`config.mk`:
```
export PLATFORM = sky130hd
export DESIGN_NAME = usb_ppbd_addresser
export DESIGN_NICKNAME = d
export VERILOG_FILES = /design/src/rtl/usb_ppbd_pkg.sv /design/src/rtl/ppbd_pointer_bank.sv /design/src/rtl/ppbd_index_map.sv /design/src/rtl/ppbd_addr_gen.sv /design/src/rtl/usb_ppbd_addresser.sv
export SDC_FILE = /design/constraint.sdc
export NUM_CORES = 1
export LEC_CHECK = 0
export ABC_AREA = 1
export BUFFER_PORTS_ARGS = -buffer_cell sky130_fd_sc_hd__clkbuf_2
export CAP_MARGIN = 25
export CORE_UTILIZATION = 40
export DETAILED_ROUTE_END_ITERATION = 8
export MAX_ROUTING_LAYER = met4
export PLACE_DENSITY = 0.66
export SYNTH_ARGS = -nofsm -noshare
export SYNTH_HDL_FRONTEND = slang
export SYNTH_SLANG_ARGS = --single-unit
```
`constraint.sdc`:
```
create_clock -name clk -period 3 [get_ports clk]
set_input_delay 0.6 -clock clk [delete_from_list [all_inputs] [get_ports clk]]
set_output_delay 0.6 -clock clk [all_outputs]
set_load 0.005 [all_outputs]
```
`src/rtl/usb_ppbd_pkg.sv`:
```
package usb_ppbd_pkg;

   typedef enum logic [1:0] {
      PB_NONE    = 2'b00,
      PB_EP0_OUT = 2'b01,
      PB_ALL     = 2'b10,
      PB_NOT_EP0 = 2'b11
   } pb_mode_e;

   // Whether a given endpoint/direction pair owns an Even/Odd descriptor pair
   function automatic logic pb_is_dual(pb_mode_e m, logic ep_zero, logic dir_in);
      logic r;
      unique case (m)
         PB_NONE:    r = 1'b0;
         PB_EP0_OUT: r = ep_zero & ~dir_in;
         PB_ALL:     r = 1'b1;
         default:    r = ~ep_zero;
      endcase
      return r;
   endfunction

   // Number of descriptors occupied in a given mode for n endpoints
   function automatic int pb_desc_count(pb_mode_e m, int n);
      int r;
      unique case (m)
         PB_NONE:    r = 2 * n;
         PB_EP0_OUT: r = 2 * n + 1;
         PB_ALL:     r = 4 * n;
         default:    r = 4 * n - 2;
      endcase
      return r;
   endfunction

endpackage

```
`src/rtl/ppbd_pointer_bank.sv`:
```
module ppbd_pointer_bank
   import usb_ppbd_pkg::*;
#(
   parameter int NUM_EP = 16,
   localparam int EP_W  = $clog2(NUM_EP),
   localparam int SLOTS = 2 * NUM_EP,
   localparam int SEL_W = EP_W + 1
) (
   input  logic             clk,
   input  logic             rst_n,
   input  logic             enable,
   input  logic [1:0]       mode,
   input  logic             done_vld,
   input  logic [EP_W-1:0]  done_ep,
   input  logic             done_dir,
   input  logic             swrst,
   output logic [SLOTS-1:0] ptr_q,
   output logic             last_odd_q
);

   initial begin
      assert (NUM_EP >= 2 && (NUM_EP & (NUM_EP - 1)) == 0)
         else $error("NUM_EP must be a power of two of at least 2");
   end

   pb_mode_e         mode_e;
   logic [1:0]       mode_q;
   logic             clear;
   logic             acc;
   logic             dual_done;
   logic [SEL_W-1:0] done_sel;
   logic [SLOTS-1:0] dual_mask;

   assign mode_e    = pb_mode_e'(mode);
   assign done_sel  = {done_ep, done_dir};
   assign clear     = swrst | ~enable | (mode != mode_q);
   assign acc       = done_vld & ~clear;
   assign dual_done = pb_is_dual(mode_e, done_ep == '0, done_dir);

   always_ff @(posedge clk or negedge rst_n) begin
      if (!rst_n) mode_q <= 2'b00;
      else        mode_q <= mode;
   end

   for (genvar s = 0; s < SLOTS; s++) begin : g_slot
      localparam int  SEP  = s / 2;
      localparam logic SDIR = logic'(s % 2);
      logic bit_q;

      assign dual_mask[s] = pb_is_dual(mode_e, SEP == 0, SDIR);

      always_ff @(posedge clk or negedge rst_n) begin
         if (!rst_n)
            bit_q <= 1'b0;
         else if (clear)
            bit_q <= 1'b0;
         else if (acc && dual_mask[s] && (done_sel == SEL_W'(s)))
            bit_q <= ~bit_q;
      end

      assign ptr_q[s] = bit_q;
   end

   always_ff @(posedge clk or negedge rst_n) begin
      if (!rst_n)
         last_odd_q <= 1'b0;
      else if (acc)
         last_odd_q <= dual_done ? ptr_q[done_sel] : 1'b0;
   end

   // any clearing event leaves every parity at Even
   a_r8_clear_even: assert property (@(posedge clk) disable iff (!rst_n)
      clear |=> (ptr_q == '0));

   // an accepted completion on a double-buffered pair flips exactly one parity
   a_r4_one_flip: assert property (@(posedge clk) disable iff (!rst_n)
      (acc && dual_done) |=> ($countones(ptr_q ^ $past(ptr_q)) == 1));

   // a completion on a single-buffered pair reports Even
   a_r6_status_even: assert property (@(posedge clk) disable iff (!rst_n)
      (acc && !dual_done) |=> !last_odd_q);

   // single-buffered pairs never hold Odd while the mode is steady
   a_r6_single_even: assert property (@(posedge clk) disable iff (!rst_n)
      (mode == mode_q) |-> ((ptr_q & ~dual_mask) == '0));

endmodule

```
`src/rtl/ppbd_index_map.sv`:
```
module ppbd_index_map
   import usb_ppbd_pkg::*;
#(
   parameter int NUM_EP = 16,
   localparam int EP_W  = $clog2(NUM_EP),
   localparam int SLOTS = 2 * NUM_EP,
   localparam int IDX_W = $clog2(4 * NUM_EP)
) (
   input  logic [1:0]       mode,
   input  logic [EP_W-1:0]  look_ep,
   input  logic             look_dir,
   input  logic [SLOTS-1:0] ptr,
   output logic [IDX_W-1:0] idx
);

   pb_mode_e         mode_e;
   logic             par;
   logic [IDX_W-1:0] e;
   logic [IDX_W-1:0] d;
   logic [IDX_W-1:0] p;
   logic             ep_zero;

   assign mode_e  = pb_mode_e'(mode);
   assign par     = ptr[{look_ep, look_dir}];
   assign ep_zero = (look_ep == '0);
   assign e       = IDX_W'(look_ep);
   assign d       = IDX_W'(look_dir);
   assign p       = IDX_W'(par);

   always_comb begin
      unique case (mode_e)
         PB_NONE:
            idx = (e << 1) + d;
         PB_EP0_OUT:
            if (ep_zero) idx = look_dir ? IDX_W'(2) : p;
            else         idx = (e << 1) + d + IDX_W'(1);
         PB_ALL:
            idx = (e << 2) + (d << 1) + p;
         default:
            if (ep_zero) idx = d;
            else         idx = IDX_W'(2) + ((e - IDX_W'(1)) << 2) + (d << 1) + p;
      endcase
   end

endmodule

```
`src/rtl/ppbd_addr_gen.sv`:
```
module ppbd_addr_gen #(
   parameter int          IDX_W      = 6,
   parameter int          ADDR_W     = 16,
   parameter logic [31:0] TABLE_BASE = 32'h0000_0400,
   parameter int          DESC_BYTES = 4,
   localparam int         DSHIFT     = $clog2(DESC_BYTES),
   localparam bit         DPOW2      = ((1 << DSHIFT) == DESC_BYTES)
) (
   input  logic [IDX_W-1:0]  idx,
   output logic [ADDR_W-1:0] addr
);

   initial begin
      assert (DESC_BYTES >= 1) else $error("DESC_BYTES must be positive");
      assert (ADDR_W > IDX_W + DSHIFT) else $error("ADDR_W too narrow for the table");
   end

   logic [ADDR_W-1:0] offs;

   if (DPOW2) begin : g_shift
      assign offs = ADDR_W'(idx) << DSHIFT;
   end else begin : g_mult
      assign offs = ADDR_W'(idx) * ADDR_W'(DESC_BYTES);
   end

   assign addr = ADDR_W'(TABLE_BASE) + offs;

endmodule

```
`src/rtl/usb_ppbd_addresser.sv`:
```
module usb_ppbd_addresser
   import usb_ppbd_pkg::*;
#(
   parameter int          NUM_EP     = 16,
   parameter int          ADDR_W     = 16,
   parameter logic [31:0] TABLE_BASE = 32'h0000_0400,
   parameter int          DESC_BYTES = 4,
   localparam int         EP_W       = $clog2(NUM_EP),
   localparam int         IDX_W      = $clog2(4 * NUM_EP),
   localparam int         SLOTS      = 2 * NUM_EP
) (
   input  logic              clk,
   input  logic              rst_n,
   input  logic              enable,
   input  logic [1:0]        mode,
   input  logic              done_vld,
   input  logic [EP_W-1:0]   done_ep,
   input  logic              done_dir,
   input  logic              swrst,
   input  logic [EP_W-1:0]   look_ep,
   input  logic              look_dir,
   output logic [IDX_W-1:0]  look_idx,
   output logic [ADDR_W-1:0] look_addr,
   output logic              last_odd
);

   logic [SLOTS-1:0] ptr;

   ppbd_pointer_bank #(.NUM_EP(NUM_EP)) bank_i (
      .clk        (clk),
      .rst_n      (rst_n),
      .enable     (enable),
      .mode       (mode),
      .done_vld   (done_vld),
      .done_ep    (done_ep),
      .done_dir   (done_dir),
      .swrst      (swrst),
      .ptr_q      (ptr),
      .last_odd_q (last_odd)
   );

   ppbd_index_map #(.NUM_EP(NUM_EP)) map_i (
      .mode     (mode),
      .look_ep  (look_ep),
      .look_dir (look_dir),
      .ptr      (ptr),
      .idx      (look_idx)
   );

   ppbd_addr_gen #(
      .IDX_W      (IDX_W),
      .ADDR_W     (ADDR_W),
      .TABLE_BASE (TABLE_BASE),
      .DESC_BYTES (DESC_BYTES)
   ) addr_i (
      .idx  (look_idx),
      .addr (look_addr)
   );

   // lookups stay inside the descriptor count of the active mode
   a_r11_idx_range: assert property (@(posedge clk) disable iff (!rst_n)
      enable |-> (32'(look_idx) < pb_desc_count(pb_mode_e'(mode), NUM_EP)));

endmodule

```
---- Word-level counts from Yosys, hierarchy flattened ----
Cells that the tools add are included.
storage, ports and cells
  input bits .............................. 17
  flip-flop bits (word level) ............. 35
operators by class
  mux-type cells .......................... 77
  magnitude comparators ................... 2
  reductions and logical operators ........ 73
  $add $sub $neg .......................... 9
  equality and inequality tests ........... 34
  bitwise gates (word level) .............. 40
operator list
  cell                     count
  $eq A5 B5 Y1 const B     16
  $mux W1                  70
  $reduce_bool A2 Y1       32
  $eq A5 B4 Y1 const B     8
  $not A1 Y1               36
  $logic_and A1 B1 Y1      35
  $eq A5 B3 Y1 const B     4
  $pmux W6 S3              1
  $add A11 B8 Y12 const A  1
  $add A6 B1 Y6            2
  $add A6 B2 Y6            2
  $lt A5 B6 Y1 const B     2
  $mux W6                  2
  $bmux W1 S5              2
  $eq A5 B2 Y1 const B     2
  $logic_not A4 Y1         2
  $add A2 B6 Y6 const A    1
  $add A5 B1 Y6            1
  $add A6 B1 Y6 const B    1
  $eq A5 B1 Y1 const B     1
  $logic_not A5 Y1         1
  $reduce_or A2 Y1         2
  $sub A4 B1 Y4 const B    1
  $pmux W1 S3              1
  7 further kinds          9

---- Depth between registers and ports, before layout ----
Gate-level depths: netlist of run 1.
  depth after elaboration ................. 9
  mapped depth ............................ 13
  depth with buffers taken out ............ 11

---- Hierarchy ----
Synthesis of run 1 repeated with hierarchy kept, for this count alone.
second synthesis, totals
  cell total of the unflattened synthesis .. 623
  area, all modules ....................... 3,779.9 sq um
by module, submodules not included
  module             cells an instance  area each (sq um)  instances  seq. area each (sq um)
  ppbd_pointer_bank  443                2,899.0            1          875.8
  ppbd_index_map     162                753.2              1          0.0
  ppbd_addr_gen      18                 127.6              1          0.0

---- Worst setup path after synthesis of run 1 ----
OpenSTA, ideal clock, no wires.
  path type ............................... input-to-output
  from .................................... in look_ep[0]
  to ...................................... out look_idx[5]
  arrival ................................. 2.014 ns
  path slack .............................. 0.386 ns
  stages .................................. 11
  required time ........................... 2.400 ns
  path through ............................ buf_2 -> inv_1 -> buf_4 -> ha_1 -> xnor2_1 -> nor3b_1 -> inv_1 -> a21oi_1 -> o21ai_0 -> o31ai_1 -> buf_4
on the way
  word-level cells in the longest chain between the ends .. 6
  elaborated cells on any way between the ends .. 14
  those cells by class .................... 8 x add/sub; 5 x mux; 1 x reduce/logical
ends and longest elaborated chain
  element          line                      source
  from (decl)      usb_ppbd_addresser.sv:20  input logic [EP_W-1:0] look_ep,
  $sub A4 B1 Y4    ppbd_index_map.sv:41      else idx = IDX_W'(2) + ((e - IDX_W'(1)) << 2) + (d << 1) + p;
  $add A2 B6 Y6    ppbd_index_map.sv:41
  $add A6 B2 Y6    ppbd_index_map.sv:41
  $add A6 B1 Y6    ppbd_index_map.sv:41
  $mux W6          ppbd_index_map.sv:40      if (ep_zero) idx = d;
  $pmux W6 S3 (*)  ppbd_index_map.sv:31      unique case (mode_e)
  to (decl)        usb_ppbd_addresser.sv:22  output logic [IDX_W-1:0] look_idx,
Mark *: on every way between the ends. The rest lies on a longest branch, timed or not. The select of a mux whose other input is x is not followed.

---- Final worst setup path of run 1 ----
  from .................................... in look_ep[0]
  to ...................................... out look_addr[7]
on the way
  word-level cells in the longest chain between the ends .. 7
  elaborated cells on any way between the ends .. 16
  those cells by class .................... 9 x add/sub; 6 x mux; 1 x reduce/logical
ends and longest elaborated chain
  element              line                      source
  $sub A4 B1 Y4        ppbd_index_map.sv:41
  $add A2 B6 Y6        ppbd_index_map.sv:41
  $add A6 B2 Y6        ppbd_index_map.sv:41
  $add A6 B1 Y6        ppbd_index_map.sv:41
  $mux W6              ppbd_index_map.sv:40
  $pmux W6 S3 (*)      ppbd_index_map.sv:31
  $add A11 B8 Y12 (*)  ppbd_addr_gen.sv:26       assign addr = ADDR_W'(TABLE_BASE) + offs;
  to (decl)            usb_ppbd_addresser.sv:23  output logic [ADDR_W-1:0] look_addr,
Marks and branches as above.

==> results of run 1 <==
==> cell families after synthesis <==
logic type | Yosys count
compound gates | 97
buf+inv | 101
simple gates | 242
xor+xnor | 5
flops | 35
fa+ha+maj | 9
other cells | 2
==> final cells by class <==
class	instances	area, sq um	area share, %
clock buffers	6	72.6	2.04
clock inverters	2	60.1	1.69
inverters	61	231	6.50
multi-input cells	363	1940	54.6
flip-flops and latches	35	876	24.6
well taps	102	128	3.58
repair buffers	38	250	7.03
==> placed cells by master, fill, tap and decap left out, types with 5 or more instances in the layout <==
cell type and instances:
a21oi_1 16, buf_4 6, clkbuf_2 29, clkbuf_8 5, conb_1 10, dfrtp_1 35
ha_1 9, inv_1 55, nand2_1 117, nand3_1 60, nor2_1 40, nor2_2 8
o21ai_0 31, o21ai_1 16, o31ai_1 7, o31ai_2 23
==> flip-flops by register name (all words and copies together) (netlist names) <==
name                 flops
bank_i.g_slot.bit_q     32
bank_i.mode_q            2
bank_i.last_odd_q        1
==> layer usage <==
| metal | GRT usage (%) | vias up |
|---|---|---|
| met5 | - | - |
| met4 | 6.41 | 0 |
| met3 | 3.20 | 11 |
| met2 | 35.8 | 124 |
| met1 | 29.7 | 1473 |
| li1 | - | 1602 |
==> how the worst max path moves through the flow <==
stage,slack [ps],cells past startpoint,endpoint,from
final,280,10,look_addr[7],look_ep[0]
after global routing,90,10,look_addr[7],look_ep[0]
after CTS,270,10,look_addr[7],look_ep[0]
after detailed placement,270,10,look_addr[7],look_ep[0]
after global placement,330,9,look_addr[5],look_ep[1]
after floorplan,390,11,look_idx[5],look_ep[0]
==> through the flow <==
stage	total power, W	cells	instance area [sq um]	hold slack [ps]
after global placement	0.000834	598	3410	467
after floorplan	0.000759	499	3330	304
after global routing	0.00143	607	3560	174
after detailed placement	0.000838	598	3410	476
after CTS	0.00136	606	3540	464
final	0.00136	607	3560	162
==> where the power goes <==
part / leakage (nW) / internal [W] / switching [W] / total (W)
Combinational: 1.03 / 0.000108 / 0.000223 / 0.000332
Clock: 0.0654 / 0.000333 / 0.000190 / 0.000523
Sequential: 0.475 / 0.000492 / 0.0000108 / 0.000503
==> critical path, cell delays in order <==
cell	delay, ps
clkbuf_2	200
inv_1	160
ha_1	260
xnor2_1	160
nor3b_1	190
inv_1	70
a21oi_1	110
o21ai_0	100
o31ai_1	90
clkbuf_2	170
==> metrics.txt, run 1 <==
all-layer global routing usage 22.5%; cell taking the most area after synthesis dfrtp_1; # rows 32; main combinational cell family by area after synthesis simple AND/OR/NAND/NOR gates; Worst Clk Skew 13.6 ps; DR iter-0 viols 270; Root Buffer Master clkbuf_8; Met1 Wirelength 4.03 mm; power density over the cells 381 mW/mm^2; Die H 92.9 um; Critical Path Fanout Max 10; top cells by count, synth 117 x nand2_1, 60 x nand3_1, 55 x inv_1; Synth Register Bits 35; Syn Std Cell Area 0.00330 sq mm; Synth Warn # 0; Distinct cells, synth 30; Synth Area in Compound Gates 20.6%; TritonCTS Buffers 5; WP data required 2400 ps; layout cells sized above 1 17.4%; vias 3210; Startpoint Class primary input; n_diodes 0; Crit Reg-Reg Startpoint bank_i.mode_q[1]; fmax 0.367 GHz; Post-Syn Area per Cell 6.72 sq um; Setup crit end kind output port; class of the worst hold path primary input to asynchronous set/reset pin; WL met3 555 um; max-cap violations 0; worst slew pin tran 733 ps; vias in the first global route 3100; initial antenna violation count 0; Slew Limit Headroom 51.1%; Hold-fix buffers, CTS 0; synthesized instance count 491; period utilisation layout 90.8%; Leak 1.57 nW; Max VDD drop 0.000191 V; r2r endpoint bank_i.g_slot[3].bit_q; total die area 0.00862 sq mm; Vias per Instance 5.29; Post-Route Utilization 45.4%; FILL cells 845; Final Slew Violations 0; WL met2 4.06 mm; Post-CTS Resized 0; ANT nets after route 0; CTS H-tree depth 2; Setup CP Type primary input to output port; RSZ-0062 raised after global routing false; Sink Count 35; Synth Area in Simple Gates 32.2%; Post-synth EDFFs 0; ys flop type dfrtp_1; largest net degree at the start of global routing 36; final setup TNS 0 ps; Tmin final 2720 ps; Residual DRC 0; worst endpoint data arrival time 2120 ps; final hold violation count 0; sequential share of the synthesized area 26.5%; status completed; pre-CTS WS 275 ps; NumNets Final 530; post-DR wirelength/cell 14.5 um; post-synthesis xor/xnor area fraction 1.33%; highest routed metal layer met4; top cells by area, synth dfrtp_1 27%, nand2_1 13%, nand3_1 9.1%; GP Congestion 0.940; total core area 0.00785 sq mm; most instantiated library cell after synthesis nand2_1; DPL Wire Length 6.40 mm; R2R depth 7; post-CTS setup repair buffer count 0; Die Wd 92.9 um; ys async rst share 100%; Worst-path clk slew 80 ps; worst setup margin 276 ps; first-pass GRT wire length 14.9 mm; Area Overhead vs Synth 7.84%; Worst-Skew Late Latency 300 ps; mux share of post-synthesis cell area 0%; final wirelength 8.78 mm; IO Count 40; adder-cell share of the synthesized area 3.41%; top-area cell type share of the netlist area 26.5%; DR pass1 iterations 5; starting density of the core 42.1%; CTS tree yes; Setup violations, final 0; GRT Residual Overflow 0; R2R setup slack 1140 ps; IO buf count 29; clock buffer depth 2
Power figures use the tool's default switching activity.
==> inputs of run 2 (changes only) <==
==> constraint.sdc (replaced) <==
create_clock -name clk -period 2.95 [get_ports clk]
set_input_delay 0.59 -clock clk [delete_from_list [all_inputs] [get_ports clk]]
set_output_delay 0.59 -clock clk [all_outputs]
set_load 0.005 [all_outputs]
==> metrics.txt, run 2 (synthesis gave the netlist of run 1 again) <==
met2 Resource Use GR 34.2%; Worst-Skew Late Latency 290 ps; Setup violations, final 0; n_diodes 0; CTS H-tree depth 2; Hold-fix buffers, CTS 0; Area Overhead vs Synth 6.48%; Largest regs bank_i.g_slot.bit_q x32, bank_i.mode_q x2, bank_i.last_odd_q x1; final setup TNS 0 ps; Tmin final 2670 ps; R2R depth 7; post-CTS setup repair buffer count 0; clock buffer depth 2; worst setup margin 281 ps; GP Congestion 0.899; final wirelength 8.53 mm; Root Buffer Master clkbuf_8; Setup CP Type primary input to output port; Startpoint Class primary input; Crit Reg-Reg Startpoint bank_i.mode_q[1]; worst endpoint data arrival time 2080 ps; r2r endpoint bank_i.g_slot[20].bit_q; DP Cell Count 599; class of the worst hold path primary input to asynchronous set/reset pin; met3 Track Usage GR 2.79%; CP bufs+invs 4; Post-Route Utilization 44.8%; Worst Clk Skew 1.95 ps; commonest non-fill, non-tap cell in the layout nand2_1; status completed; Post-CTS Resized 0; slowest stage delay, CP 240 ps; worst slew pin tran 728 ps; DR pass1 iterations 5; crit-path cells clkbuf_2 -> inv_1 -> ha_1 -> xnor2_1 -> nor3b_1 -> inv_1 -> a21oi_1 -> o21ai_0 -> o31ai_1 -> clkbuf_2; pre-CTS WS 306 ps; Crit path max-delay family buffers and inverters; slowest cell on the critical path ha_1; R2R setup slack 1140 ps; Slew Limit Headroom 51.4%; fmax 0.375 GHz; IO Count 40; Final Slew Violations 0; layout cells sized above 1 17.3%; period utilisation layout 90.5%; # rows 32; total core area 0.00785 sq mm; Critical Path Fanout Max 10; GR peak layer met2; DR iter-0 viols 284; initial antenna violation count 0; post-DR wirelength/cell 14.1 um; Setup crit end kind output port; all-layer global routing usage 22.1%; WP data required 2360 ps; Worst-path clk slew 70 ps; GRT Residual Overflow 0; Die Wd 92.9 um; RSZ-0062 raised after global routing false; Die H 92.9 um; final hold violation count 0; first-pass GRT wire length 14.8 mm; ANT nets after route 0; total die area 0.00862 sq mm; vias in the first global route 2954; Pwr Total 0.00118 W; Leak 1.55 nW; CTS tree yes; Sink Count 35; largest register by flop count bank_i.g_slot.bit_q; DPL Wire Length 6.16 mm; NumNets Final 531; TritonCTS Buffers 5; post-route non-filler standard cell count 606; IO buf count 29; vias 3247; Max VDD drop 0.000183 V; max-cap violations 0; Largest register FFs 32; power density over the cells 337 mW/mm^2; starting density of the core 42.1%; Residual DRC 0; Vias per Instance 5.36; met1 Use GR 30.8%; largest net degree at the start of global routing 36; most frequent cells in the layout 117 x nand2_1, 60 x nand3_1, 55 x inv_1
-- run 2: changes by cell type in the layout (fill, tap and decap cells not counted) --
| cell | delta |
|---|---|
| buf_16 | +1 |
| buf_4 | +1 |
| bufinv_16 | -2 |
| buf_12 | -1 |
-- run 2: where the power goes --
group          switching [W]  total, W  internal (W)
Combinational       0.000228  0.000340      0.000112
Sequential         0.0000100  0.000511      0.000501
Clock               0.000176  0.000334      0.000158
Total               0.000415   0.00118      0.000770
-- run 2: area by class of cell --
class	instances	area (sq um)
well taps	102	128
fillers	870	4330
clock buffers	6	72.6
repair buffers	39	265
inverters	61	231
multi-input cells	363	1940
flip-flops and latches	35	876
-- run 2: stage by stage --
stage / hold WS [ps] / cell area, sq um
CTS: 462 / 3490
global route: 262 / 3520
detailed placement: 471 / 3420
global placement: 468 / 3420
floorplan: 294 / 3330
finish: 232 / 3520
-- run 2: routing by layer --
| metal | up-vias | wire length (um) |
|---|---|---|
| met3 | 17 | 580 |
| met4 | 0 | 116 |
| met2 | 146 | 3780 |
| li1 | 1605 | - |
| met5 | - | 0 |
| met1 | 1479 | 4050 |
-- run 2: worst register-to-register path, cell delays in order, from the launching register on --
cell and delay [ps]:
dfrtp_1 380, nand2_1 70, nand3b_1 110, nor3_4 580, buf_12 280, o31ai_1 120, nand3_1 100, o21ai_1 60
-- run 2: worst max path at each step --
stage / from / endpoint / slack [ps] / depth (start not counted)
2_1_floorplan: look_ep[0] / look_idx[5] / 360 / 11
3_3_place_gp: look_ep[0] / look_addr[7] / 340 / 10
3_5_place_dp: look_ep[0] / look_idx[5] / 310 / 10
4_1_cts: look_ep[1] / look_idx[3] / 300 / 9
5_1_grt: look_ep[0] / look_addr[7] / 10 / 10
6_report: look_ep[0] / look_idx[5] / 280 / 10
